==> config.mk <==
export PLATFORM = sky130hd
export DESIGN_NAME = pgdram_ctrl
export DESIGN_NICKNAME = d
export VERILOG_FILES = /design/src/rtl/pgdram_pkg.sv /design/src/rtl/pgdram_rowtrk.sv /design/src/rtl/pgdram_rdcap.sv /design/src/rtl/pgdram_seq.sv /design/src/rtl/pgdram_ctrl.sv
export SDC_FILE = /design/constraint.sdc
export NUM_CORES = 1
export LEC_CHECK = 0
export ABC_AREA = 1
export BUFFER_PORTS_ARGS = -buffer_cell sky130_fd_sc_hd__buf_2
export CORE_AREA = 4 4 192 194
export CTS_CLUSTER_SIZE = 8
export DETAILED_ROUTE_END_ITERATION = 7
export DIE_AREA = 0 0 196 198
export SYNTH_ARGS = -nofsm -noshare
export SYNTH_HDL_FRONTEND = slang
export SYNTH_SLANG_ARGS = --single-unit
export TNS_END_PERCENT = 100
==> constraint.sdc <==
create_clock -name clk -period 3.3 [get_ports clk]
set_input_delay 0.495 -clock clk [delete_from_list [all_inputs] [get_ports clk]]
set_output_delay 0.495 -clock clk [all_outputs]
set_load 0.05 [all_outputs]
==> src/rtl/pgdram_pkg.sv <==
package pgdram_pkg;

    typedef enum logic [2:0] {
        ST_IDLE   = 3'd0,
        ST_PRE    = 3'd1,
        ST_ROW    = 3'd2,
        ST_COLSET = 3'd3,
        ST_CASLO  = 3'd4,
        ST_CASHI  = 3'd5
    } seq_st_e;

    function automatic int max3(input int a, input int b, input int c);
        int m;
        m = (a > b) ? a : b;
        return (m > c) ? m : c;
    endfunction

endpackage

==> src/rtl/pgdram_rowtrk.sv <==
module pgdram_rowtrk #(
    parameter int ROW_W = 11
) (
    input  logic             clk,
    input  logic             rst_n,
    input  logic             open_set_i,
    input  logic             open_clr_i,
    input  logic [ROW_W-1:0] set_row_i,
    input  logic [ROW_W-1:0] cmp_row_i,
    output logic             page_open_o,
    output logic             page_hit_o
);
    typedef struct packed {
        logic             open;
        logic [ROW_W-1:0] row;
    } trk_s;

    trk_s trk_d, trk_q;

    always_comb begin
        trk_d = trk_q;
        if (open_clr_i) trk_d.open = 1'b0;
        if (open_set_i) begin
            trk_d.open = 1'b1;
            trk_d.row  = set_row_i;
        end
    end

    always_ff @(posedge clk or negedge rst_n) begin
        if (!rst_n) trk_q <= '0;
        else        trk_q <= trk_d;
    end

    assign page_open_o = trk_q.open;
    assign page_hit_o  = trk_q.open && (trk_q.row == cmp_row_i);

    // a page is never opened and closed in the same cycle
    a_r5_open_close_excl: assert property (@(posedge clk) disable iff (!rst_n)
        !(open_set_i && open_clr_i));

endmodule

==> src/rtl/pgdram_rdcap.sv <==
module pgdram_rdcap #(
    parameter int DATA_W = 64
) (
    input  logic              clk,
    input  logic              rst_n,
    input  logic              smp_i,
    input  logic [DATA_W-1:0] dq_i,
    output logic              rsp_valid_o,
    output logic [DATA_W-1:0] rsp_data_o
);
    typedef struct packed {
        logic              vld;
        logic [DATA_W-1:0] data;
    } cap_s;

    cap_s cap_d, cap_q;

    always_comb begin
        cap_d     = cap_q;
        cap_d.vld = smp_i;
        if (smp_i) cap_d.data = dq_i;
    end

    always_ff @(posedge clk or negedge rst_n) begin
        if (!rst_n) cap_q <= '0;
        else        cap_q <= cap_d;
    end

    assign rsp_valid_o = cap_q.vld;
    assign rsp_data_o  = cap_q.data;

    // each read response is a single-cycle pulse
    a_r11_rsp_pulse: assert property (@(posedge clk) disable iff (!rst_n)
        cap_q.vld |=> !cap_q.vld);

endmodule

==> src/rtl/pgdram_seq.sv <==
module pgdram_seq
    import pgdram_pkg::*;
#(
    parameter int ROW_W    = 11,
    parameter int COL_W    = 10,
    parameter int DATA_W   = 64,
    parameter int RP_CYC   = 2,
    parameter int RCD_CYC  = 2,
    parameter int CAS_CYC  = 2,
    parameter bit EDO_MODE = 1'b1,
    localparam int BYTES   = DATA_W / 8,
    localparam int AW      = (ROW_W > COL_W) ? ROW_W : COL_W
) (
    input  logic                   clk,
    input  logic                   rst_n,
    input  logic                   req_valid,
    output logic                   req_ready,
    input  logic                   req_we,
    input  logic [ROW_W+COL_W-1:0] req_addr,
    input  logic [BYTES-1:0]       req_be,
    input  logic [DATA_W-1:0]      req_wdata,
    input  logic                   page_open_i,
    input  logic                   page_hit_i,
    output logic                   open_set_o,
    output logic                   open_clr_o,
    output logic [ROW_W-1:0]       open_row_o,
    output logic                   ras_n,
    output logic [BYTES-1:0]       cas_n,
    output logic                   we_n,
    output logic                   oe_n,
    output logic [AW-1:0]          addr,
    output logic [DATA_W-1:0]      dq_out,
    output logic                   dq_oe,
    output logic                   smp_o
);
    localparam int CMAX  = max3(RP_CYC, RCD_CYC, CAS_CYC);
    localparam int CNT_W = (CMAX > 1) ? $clog2(CMAX) : 1;
    localparam int KW    = CNT_W + 2;

    typedef struct packed {
        seq_st_e           st;
        logic [CNT_W-1:0]  cnt;
        logic              we;
        logic [BYTES-1:0]  be;
        logic [ROW_W-1:0]  row;
        logic [COL_W-1:0]  col;
        logic [DATA_W-1:0] wd;
        logic              ras_n;
        logic [BYTES-1:0]  cas_n;
        logic              we_n;
        logic              oe_n;
        logic [AW-1:0]     addr;
        logic              dq_oe;
    } seq_s;

    seq_s s_d, s_q;

    function automatic seq_s col_setup(input seq_s s);
        seq_s r;
        r       = s;
        r.st    = ST_COLSET;
        r.ras_n = 1'b0;
        r.cas_n = '1;
        r.addr  = AW'(s.col);
        r.we_n  = ~s.we;
        r.oe_n  = s.we;
        r.dq_oe = s.we;
        return r;
    endfunction

    always_comb begin
        s_d        = s_q;
        open_set_o = 1'b0;
        open_clr_o = 1'b0;
        unique case (s_q.st)
            ST_IDLE: begin
                if (req_valid) begin
                    s_d.we  = req_we;
                    s_d.be  = req_be;
                    s_d.row = req_addr[ROW_W+COL_W-1:COL_W];
                    s_d.col = req_addr[COL_W-1:0];
                    s_d.wd  = req_wdata;
                    if (page_open_i && page_hit_i) begin
                        s_d = col_setup(s_d);
                    end else begin
                        s_d.st     = ST_PRE;
                        s_d.ras_n  = 1'b1;
                        s_d.cnt    = CNT_W'(RP_CYC - 1);
                        open_clr_o = 1'b1;
                    end
                end
            end
            ST_PRE: begin
                if (s_q.cnt == '0) begin
                    s_d.st     = ST_ROW;
                    s_d.ras_n  = 1'b0;
                    s_d.addr   = AW'(s_q.row);
                    s_d.cnt    = CNT_W'(RCD_CYC - 1);
                    open_set_o = 1'b1;
                end else begin
                    s_d.cnt = s_q.cnt - 1'b1;
                    s_d.addr = AW'(s_q.row);
                end
            end
            ST_ROW: begin
                if (s_q.cnt == '0) s_d = col_setup(s_q);
                else               s_d.cnt = s_q.cnt - 1'b1;
            end
            ST_COLSET: begin
                s_d.st    = ST_CASLO;
                s_d.cas_n = ~s_q.be;
                s_d.cnt   = CNT_W'(CAS_CYC - 1);
            end
            ST_CASLO: begin
                if (s_q.cnt == '0) begin
                    s_d.st    = ST_CASHI;
                    s_d.cas_n = '1;
                    s_d.we_n  = 1'b1;
                    s_d.dq_oe = 1'b0;
                end else begin
                    s_d.cnt = s_q.cnt - 1'b1;
                end
            end
            ST_CASHI: begin
                s_d.st   = ST_IDLE;
                s_d.oe_n = 1'b1;
            end
            default: s_d.st = ST_IDLE;
        endcase
    end

    always_ff @(posedge clk or negedge rst_n) begin
        if (!rst_n) begin
            s_q       <= '0;
            s_q.st    <= ST_IDLE;
            s_q.ras_n <= 1'b1;
            s_q.cas_n <= '1;
            s_q.we_n  <= 1'b1;
            s_q.oe_n  <= 1'b1;
        end else begin
            s_q <= s_d;
        end
    end

    assign req_ready  = (s_q.st == ST_IDLE);
    assign open_row_o = s_q.row;
    assign ras_n      = s_q.ras_n;
    assign cas_n      = s_q.cas_n;
    assign we_n       = s_q.we_n;
    assign oe_n       = s_q.oe_n;
    assign addr       = s_q.addr;
    assign dq_out     = s_q.wd;
    assign dq_oe      = s_q.dq_oe;

    generate
        if (EDO_MODE) begin : g_edo
            assign smp_o = (s_q.st == ST_CASHI) && !s_q.we;
        end else begin : g_fpm
            assign smp_o = (s_q.st == ST_CASLO) && (s_q.cnt == '0) && !s_q.we;
        end
    endgenerate

    // checker state: run lengths of the row strobe
    logic [KW-1:0] hi_run_q, lo_run_q;
    logic          cas_idle;
    assign cas_idle = &s_q.cas_n;

    always_ff @(posedge clk or negedge rst_n) begin
        if (!rst_n) begin
            hi_run_q <= '0;
            lo_run_q <= '0;
        end else if (s_q.ras_n) begin
            hi_run_q <= (&hi_run_q) ? hi_run_q : hi_run_q + 1'b1;
            lo_run_q <= '0;
        end else begin
            lo_run_q <= (&lo_run_q) ? lo_run_q : lo_run_q + 1'b1;
            hi_run_q <= '0;
        end
    end

    a_r5_precharge: assert property (@(posedge clk) disable iff (!rst_n)
        $fell(s_q.ras_n) |-> (hi_run_q >= KW'(RP_CYC)));
    a_r3_ras_to_cas: assert property (@(posedge clk) disable iff (!rst_n)
        $fell(cas_idle) |-> (!s_q.ras_n && lo_run_q >= KW'(RCD_CYC + 1)));
    a_r6_we_before_cas: assert property (@(posedge clk) disable iff (!rst_n)
        ($fell(cas_idle) && !s_q.we_n) |-> $past(!s_q.we_n));
    a_r6_oe_off_in_write: assert property (@(posedge clk) disable iff (!rst_n)
        !s_q.we_n |-> s_q.oe_n);
    a_r12_cas_precharge: assert property (@(posedge clk) disable iff (!rst_n)
        $rose(cas_idle) |=> cas_idle);
    a_r11_busy_after_accept: assert property (@(posedge clk) disable iff (!rst_n)
        (req_valid && req_ready) |=> !req_ready);

endmodule

==> src/rtl/pgdram_ctrl.sv <==
module pgdram_ctrl #(
    parameter int ROW_W    = 11,
    parameter int COL_W    = 10,
    parameter int DATA_W   = 64,
    parameter int RP_CYC   = 2,
    parameter int RCD_CYC  = 2,
    parameter int CAS_CYC  = 2,
    parameter bit EDO_MODE = 1'b1,
    localparam int BYTES   = DATA_W / 8,
    localparam int AW      = (ROW_W > COL_W) ? ROW_W : COL_W
) (
    input  logic                   clk,
    input  logic                   rst_n,
    input  logic                   req_valid,
    output logic                   req_ready,
    input  logic                   req_we,
    input  logic [ROW_W+COL_W-1:0] req_addr,
    input  logic [BYTES-1:0]       req_be,
    input  logic [DATA_W-1:0]      req_wdata,
    output logic                   rsp_valid,
    output logic [DATA_W-1:0]      rsp_rdata,
    output logic                   dram_ras_n,
    output logic [BYTES-1:0]       dram_cas_n,
    output logic                   dram_we_n,
    output logic                   dram_oe_n,
    output logic [AW-1:0]          dram_addr,
    output logic [DATA_W-1:0]      dram_dq_out,
    output logic                   dram_dq_oe,
    input  logic [DATA_W-1:0]      dram_dq_in
);
    logic             page_open, page_hit, open_set, open_clr, smp;
    logic [ROW_W-1:0] open_row;

    pgdram_rowtrk #(.ROW_W(ROW_W)) u_rowtrk (
        .clk         (clk),
        .rst_n       (rst_n),
        .open_set_i  (open_set),
        .open_clr_i  (open_clr),
        .set_row_i   (open_row),
        .cmp_row_i   (req_addr[ROW_W+COL_W-1:COL_W]),
        .page_open_o (page_open),
        .page_hit_o  (page_hit)
    );

    pgdram_seq #(
        .ROW_W(ROW_W), .COL_W(COL_W), .DATA_W(DATA_W),
        .RP_CYC(RP_CYC), .RCD_CYC(RCD_CYC), .CAS_CYC(CAS_CYC),
        .EDO_MODE(EDO_MODE)
    ) u_seq (
        .clk         (clk),
        .rst_n       (rst_n),
        .req_valid   (req_valid),
        .req_ready   (req_ready),
        .req_we      (req_we),
        .req_addr    (req_addr),
        .req_be      (req_be),
        .req_wdata   (req_wdata),
        .page_open_i (page_open),
        .page_hit_i  (page_hit),
        .open_set_o  (open_set),
        .open_clr_o  (open_clr),
        .open_row_o  (open_row),
        .ras_n       (dram_ras_n),
        .cas_n       (dram_cas_n),
        .we_n        (dram_we_n),
        .oe_n        (dram_oe_n),
        .addr        (dram_addr),
        .dq_out      (dram_dq_out),
        .dq_oe       (dram_dq_oe),
        .smp_o       (smp)
    );

    pgdram_rdcap #(.DATA_W(DATA_W)) u_rdcap (
        .clk         (clk),
        .rst_n       (rst_n),
        .smp_i       (smp),
        .dq_i        (dram_dq_in),
        .rsp_valid_o (rsp_valid),
        .rsp_data_o  (rsp_rdata)
    );

endmodule

### After elaboration in Yosys (flattened, before gate mapping)

Index checks and enable logic that the tools add are counted.

| word-level totals | value |
|---|---|
| logic and storage cells | 81 |
| input bits | 161 |
| flip-flop bits (word level) | 198 |

| cells by class | value |
|---|---|
| equal/unequal tests | 12 |
| add/sub/neg operators | 1 |
| reductions and logical operators | 20 |
| multiplexer cells | 27 |
| bitwise logic cells | 4 |

Operators with widths:

| operator | number |
|---|---|
| 94-bit one-hot mux with 2 select lines | 1 |
| 121-bit two-way mux | 1 |
| 11-bit one-hot mux with 3 select lines | 1 |
| 8-bit one-hot mux with 4 select lines | 1 |
| 23-bit two-way mux | 1 |
| 22-bit two-way mux | 1 |
| 4-bit AND reduction | 4 |
| 3-bit one-hot mux with 5 select lines | 1 |
| 12-bit two-way mux | 1 |
| 3-bit two-way mux | 4 |
| 1-bit one-hot mux with 3 select lines | 4 |
| 11-bit equality test | 1 |
| 2-bit != test, second input constant | 5 |
| 5-bit AND reduction | 2 |
| 1-bit two-way mux | 9 |
| 9-bit two-way mux | 1 |
| 3-bit nonzero test | 3 |
| 8-bit inverter | 1 |
| 4-bit nonzero test | 2 |
| 3-bit by 2-bit equality test with 1-bit output, second input constant | 2 |
| 3-bit equality test, second input constant | 2 |
| 3-bit AND reduction | 2 |
| 1-bit one-hot mux with 4 select lines | 1 |
| 3-bit by 1-bit equality test with 1-bit output, second input constant | 1 |
| other kinds (8) | 12 |

### Depth between registers and ports, before layout

| depth | value |
|---|---|
| depth in word-level cells | 8 |
| mapped depth | 12 |
| gate-level depth less buffers | 11 |

### Modules after synthesis

Synthesis repeated with hierarchy kept, for this count alone.

| second synthesis, totals | value |
|---|---|
| cells, all modules | 1106 |
| area total of the unflattened synthesis | 9162.5 um2 |

By module, submodules not included:

| module | instances | cells each | seq. area each (um2) | area each (um2) |
|---|---|---|---|---|
| pgdram_seq | 1 | 743 | 3041.7 | 6042.0 |
| pgdram_rdcap | 1 | 271 | 1626.6 | 2471.1 |
| pgdram_rowtrk | 1 | 92 | 300.3 | 649.4 |

### Worst setup path before layout

No wires, ideal clock.

| path | value |
|---|---|
| path kind | register to register |
| start point | register u_seq.s_q[120] (netlist bit) |
| end point | register u_seq.s_q, in the netlist u_seq.dq_out[0] |
| path slack | 1.351 ns |
| buffers on the path | 2 |
| arrival | 1.832 ns |
| required time | 3.184 ns |
| period minus slack after synthesis | 1.949 ns |
| stages on the path, launching flop included | 11 |
| setup time | 0.116 ns |
| path through | dfrtp_1 inv_2 nand2_1 nor2_2 inv_2 nor2_2 inv_2 buf_2 buf_2 nand2_1 nand2_1 |

| between the ends | value |
|---|---|
| elaborated cells on any way between the ends | 4 |

RTL lines:

| element | RTL line | text |
|---|---|---|
| start, declared | pgdram_seq.sv:56 | `seq_s s_d, s_q;` |
| 3-bit zero test | - |  |
| net req_ready | pgdram_ctrl.sv:15 | `output logic req_ready,` |
| 3-bit AND reduction (no line) | - |  |

The timed path passes the listed nets, and every way through them passes these cells.
A chain may end at the register's enable or synchronous reset.

### Final worst setup path

| path | value |
|---|---|
| start point | register u_seq.s_q[118] (netlist bit) |
| end point | output port req_ready |

| between the ends | value |
|---|---|
| cells in the longest elaborated chain, start to end | 1 |

Ends and longest elaborated chain:

| element | RTL line | text |
|---|---|---|
| 3-bit zero test | pgdram_seq.sv:145 | `assign req_ready = (s_q.st == ST_IDLE);` |
| end, declared | pgdram_ctrl.sv:15 |  |

Every way passes these cells.

==> flow_metrics.env <==
export IMPL_outcome="complete, no violations"
export IMPL_cap_violations=0
export IMPL_whs_ns=0.01936
export IMPL_setup_viol=0
export IMPL_dieWidth_um=196
export IMPL_wl_um=24180
export IMPL_routedWlPerCell_um=14.02
export IMPL_initial_core_util_pct=24.58
export IMPL_dpl_hpwl_um=17660
export IMPL_reg2reg_slack_ns=1.17
export IMPL_die_area_um2=38810
export IMPL_ir_drop_mv=0.6147
export IMPL_h_tree_depth=4
export IMPL_root_buffer="clkbuf_16"
export IMPL_timing_rr_start="u_seq.s_q[120]$_DFFE_PN0P_"
export IMPL_cts_tree="done"
export IMPL_cts_sinks=198
export IMPL_die_y_um=198
export IMPL_placed_area_um2=10110
export IMPL_holdBufCountCts=0
export IMPL_crit_path_max_fanout=6
export IMPL_clockBufferDepth=2
export IMPL_p_leak_nw=5.954
export IMPL_rows=69
export IMPL_finalSetupTns_ns=0
export IMPL_core_um2=35220
export IMPL_power_density_nw_per_um2=1254
export IMPL_skew_ns=0.01076
export IMPL_antenna_left=0
export IMPL_setup_worst_path_class="flip-flop to output port"
export IMPL_grt_max_degree=97
export IMPL_timing_rr_end="u_seq.addr[4]$_DFFE_PN0P_"
export IMPL_grt_pass1_vias=6939
export IMPL_ys_seq_area_share_pct=57.39
export IMPL_clk_latency_ns=0.45
export IMPL_route_detailed_drc=0
export IMPL_cts_setup_buffers=0
export IMPL_startpoint_type="flip-flop"
export IMPL_hp_class="input pin to async pin"
export IMPL_yosys_warnings=0
export IMPL_drive_gt1_share_pct=29.83
export IMPL_clk_pin_slew_ns=0.07
export IMPL_netlist_cell_type_count=23
export IMPL_stdcell_area_um2=10660
export IMPL_track_usage_pct=12.36
export IMPL_r2r_cells=8
export IMPL_synth_area_leaders="dfrtp_1 54%, nand2_1 24%, buf_4 7.6%"
export IMPL_syn_nets=1195
export IMPL_synth_top_area_cell="dfrtp_1"
export IMPL_grt_pass1_wl_um=38320
export IMPL_gr_total_overflow=0
export IMPL_hold_viol=0
export IMPL_n_antenna_cell=0
export IMPL_viasPerCell=4.111
export IMPL_syn_area_um2=8657
export IMPL_slew_headroom_pct=23.19
export IMPL_dr_pass1_iters=5
export IMPL_grt_antenna_before_repair=0
export IMPL_ys_ff_latch=198
export IMPL_rsz0062_at_grt="no"
export IMPL_tightest_slew_ns=1.152
export IMPL_max_freq_mhz=456.2
export IMPL_min_period_ns=2.192
export IMPL_final_max_slew_viol_count=0
export IMPL_num_nets_final=1412
export IMPL_synth_cells=1034
export IMPL_worstPathArrival_ns=1.70
export IMPL_ios=314
export IMPL_required_ns=2.80
export IMPL_end_kind="output port"
export IMPL_via_count=7092
export IMPL_fin_crit_sh_pct=66.42
export IMPL_finalWeightedCongestion=0.8214
export IMPL_cts_resized_gates=0
export IMPL_synth_area_per_cell_um2=8.372
export IMPL_synth_top_area_share_pct=54.05
export IMPL_io_buffer_count=313
export IMPL_drt_iter0_markers=375
export IMPL_area_growth_pct=23.15
export IMPL_numCtsBuffers=17
-- cells in the mapped netlist --
cell type and n:
a21oi_1 2, buf_2 20, buf_4 88, clkbuf_1 16
clkinv_1 1, dfrtp_1 187, dfstp_2 11, inv_1 46
inv_2 5, nand2_1 556, nand2_2 3, nand3_1 24
nand3b_1 1, nor2_1 16, nor2_2 2, nor3_2 1
nor3b_4 1, o211ai_1 1, o21ai_0 37, o21ai_1 1
o21bai_1 1, o221ai_1 10, xnor2_1 4
-- cells in the final DEF, fill, tap and decap left out --
cell | Yosys | final
nor2_2 | 2 | 1
inv_6 | 0 | 5
nor3b_4 | 1 | 1
clkinv_2 | 0 | 3
nand3b_1 | 1 | 1
dfrtp_1 | 187 | 187
nand3_1 | 24 | 24
o21bai_1 | 1 | 1
o21ai_1 | 1 | 1
o21ai_0 | 37 | 37
inv_2 | 5 | 4
buf_12 | 0 | 3
a21oi_1 | 2 | 2
xnor2_1 | 4 | 4
nand2_1 | 556 | 556
clkbuf_8 | 0 | 2
clkinv_4 | 0 | 1
dfstp_2 | 11 | 11
clkinvlp_4 | 0 | 2
o211ai_1 | 1 | 1
nor2_1 | 16 | 15
nor2_4 | 0 | 2
buf_2 | 20 | 312
o221ai_1 | 10 | 10
nand2_2 | 3 | 3
buf_4 | 88 | 6
inv_1 | 46 | 46
clkbuf_1 | 16 | 1
inv_8 | 0 | 3
clkinv_1 | 1 | 1
clkbuf_16 | 0 | 17
nor3_2 | 1 | 1
-- layout make-up --
type | instances | area, um^2
clock buffer | 19 | 442.9
sequential | 198 | 4969
clock inverter | 13 | 111.4
inverter | 52 | 196.4
tap | 461 | 576.8
multi-input combinational | 660 | 2685
fill | 3843 | 24560
timing repair buffer | 322 | 1680
-- sequential cells by signal, indices dropped and copies added (netlist names) --
signal and flops:
u_rdcap.rsp_data_o 64, u_seq.dq_out 64, u_seq.s_q 23, u_rowtrk.trk_q 11, u_seq.addr 11, u_seq.open_row_o 11, u_seq.cas_n 8, u_rdcap.rsp_valid_o 1
u_rowtrk.page_open_o 1, u_seq.dq_oe 1, u_seq.oe_n 1, u_seq.ras_n 1, u_seq.we_n 1
-- where the power goes --
group          internal [mW]  switching, mW
registers               3.66          0.645
logic                   1.56           5.48
clock network           1.01           1.01
-- logic make-up (layout without fill, tap and decap cells) --
| family | Yosys count | in the layout | synth area share [%] |
|---|---|---|---|
| AOI/OAI and AO/OA | 52 | 52 | 3.498 |
| xor gates and xnor gates | 4 | 4 | 0.4046 |
| buffers and inverters | 176 | 406 | 11.74 |
| DFF | 198 | 198 | 57.39 |
| and+or+nand+nor | 604 | 604 | 26.97 |
-- worst max-delay path, stage by stage (launching register included) --
cell,delay (ns)
dfrtp_1,0.42
inv_2,0.12
nand2_1,0.09
nor2_2,0.28
buf_2,0.34
-- worst max-delay path by stage --
stage                               start                           to  depth (start not counted)
2_1_floorplan  u_seq.s_q[120]$_DFFE_PN0P_  u_seq.dq_out[0]$_DFFE_PN0P_                         10
3_3_place_gp                 req_addr[10]   u_seq.cas_n[6]$_DFFE_PN1P_                         13
3_5_place_dp   u_seq.s_q[118]$_DFFE_PN0P_    u_seq.s_q[90]$_DFFE_PN0P_                          8
4_1_cts        u_seq.s_q[118]$_DFFE_PN0P_                    req_ready                          4
5_1_grt        u_seq.s_q[118]$_DFFE_PN0P_    u_seq.s_q[90]$_DFFE_PN0P_                          9
6_report       u_seq.s_q[118]$_DFFE_PN0P_                    req_ready                          4
-- metal layers --
layer	vias up	track usage [%]	part of all wire (%)
met4	0	3.543	1.4
met3	19	3.233	5.8
met5	-	0	0
met2	195	20.46	49
met1	3371	16.06	44
li1	3507	-	-
-- per-stage QoR --
stage | setup WS, ns | std cells | utilization, % | total power, mW
2_1_floorplan | 1.351 | 1034 | - | 10.25
3_3_place_gp | 1.267 | 1693 | 28.69 | 11.36
3_5_place_dp | 1.169 | 1693 | 28.69 | 11.49
4_1_cts | 1.051 | 1725 | 30.27 | 13.58
5_1_grt | 0.9510 | 1725 | 30.27 | 14.29
6_report | 1.108 | 1725 | 30.27 | 13.37
(Power assumes the default switching activity.)
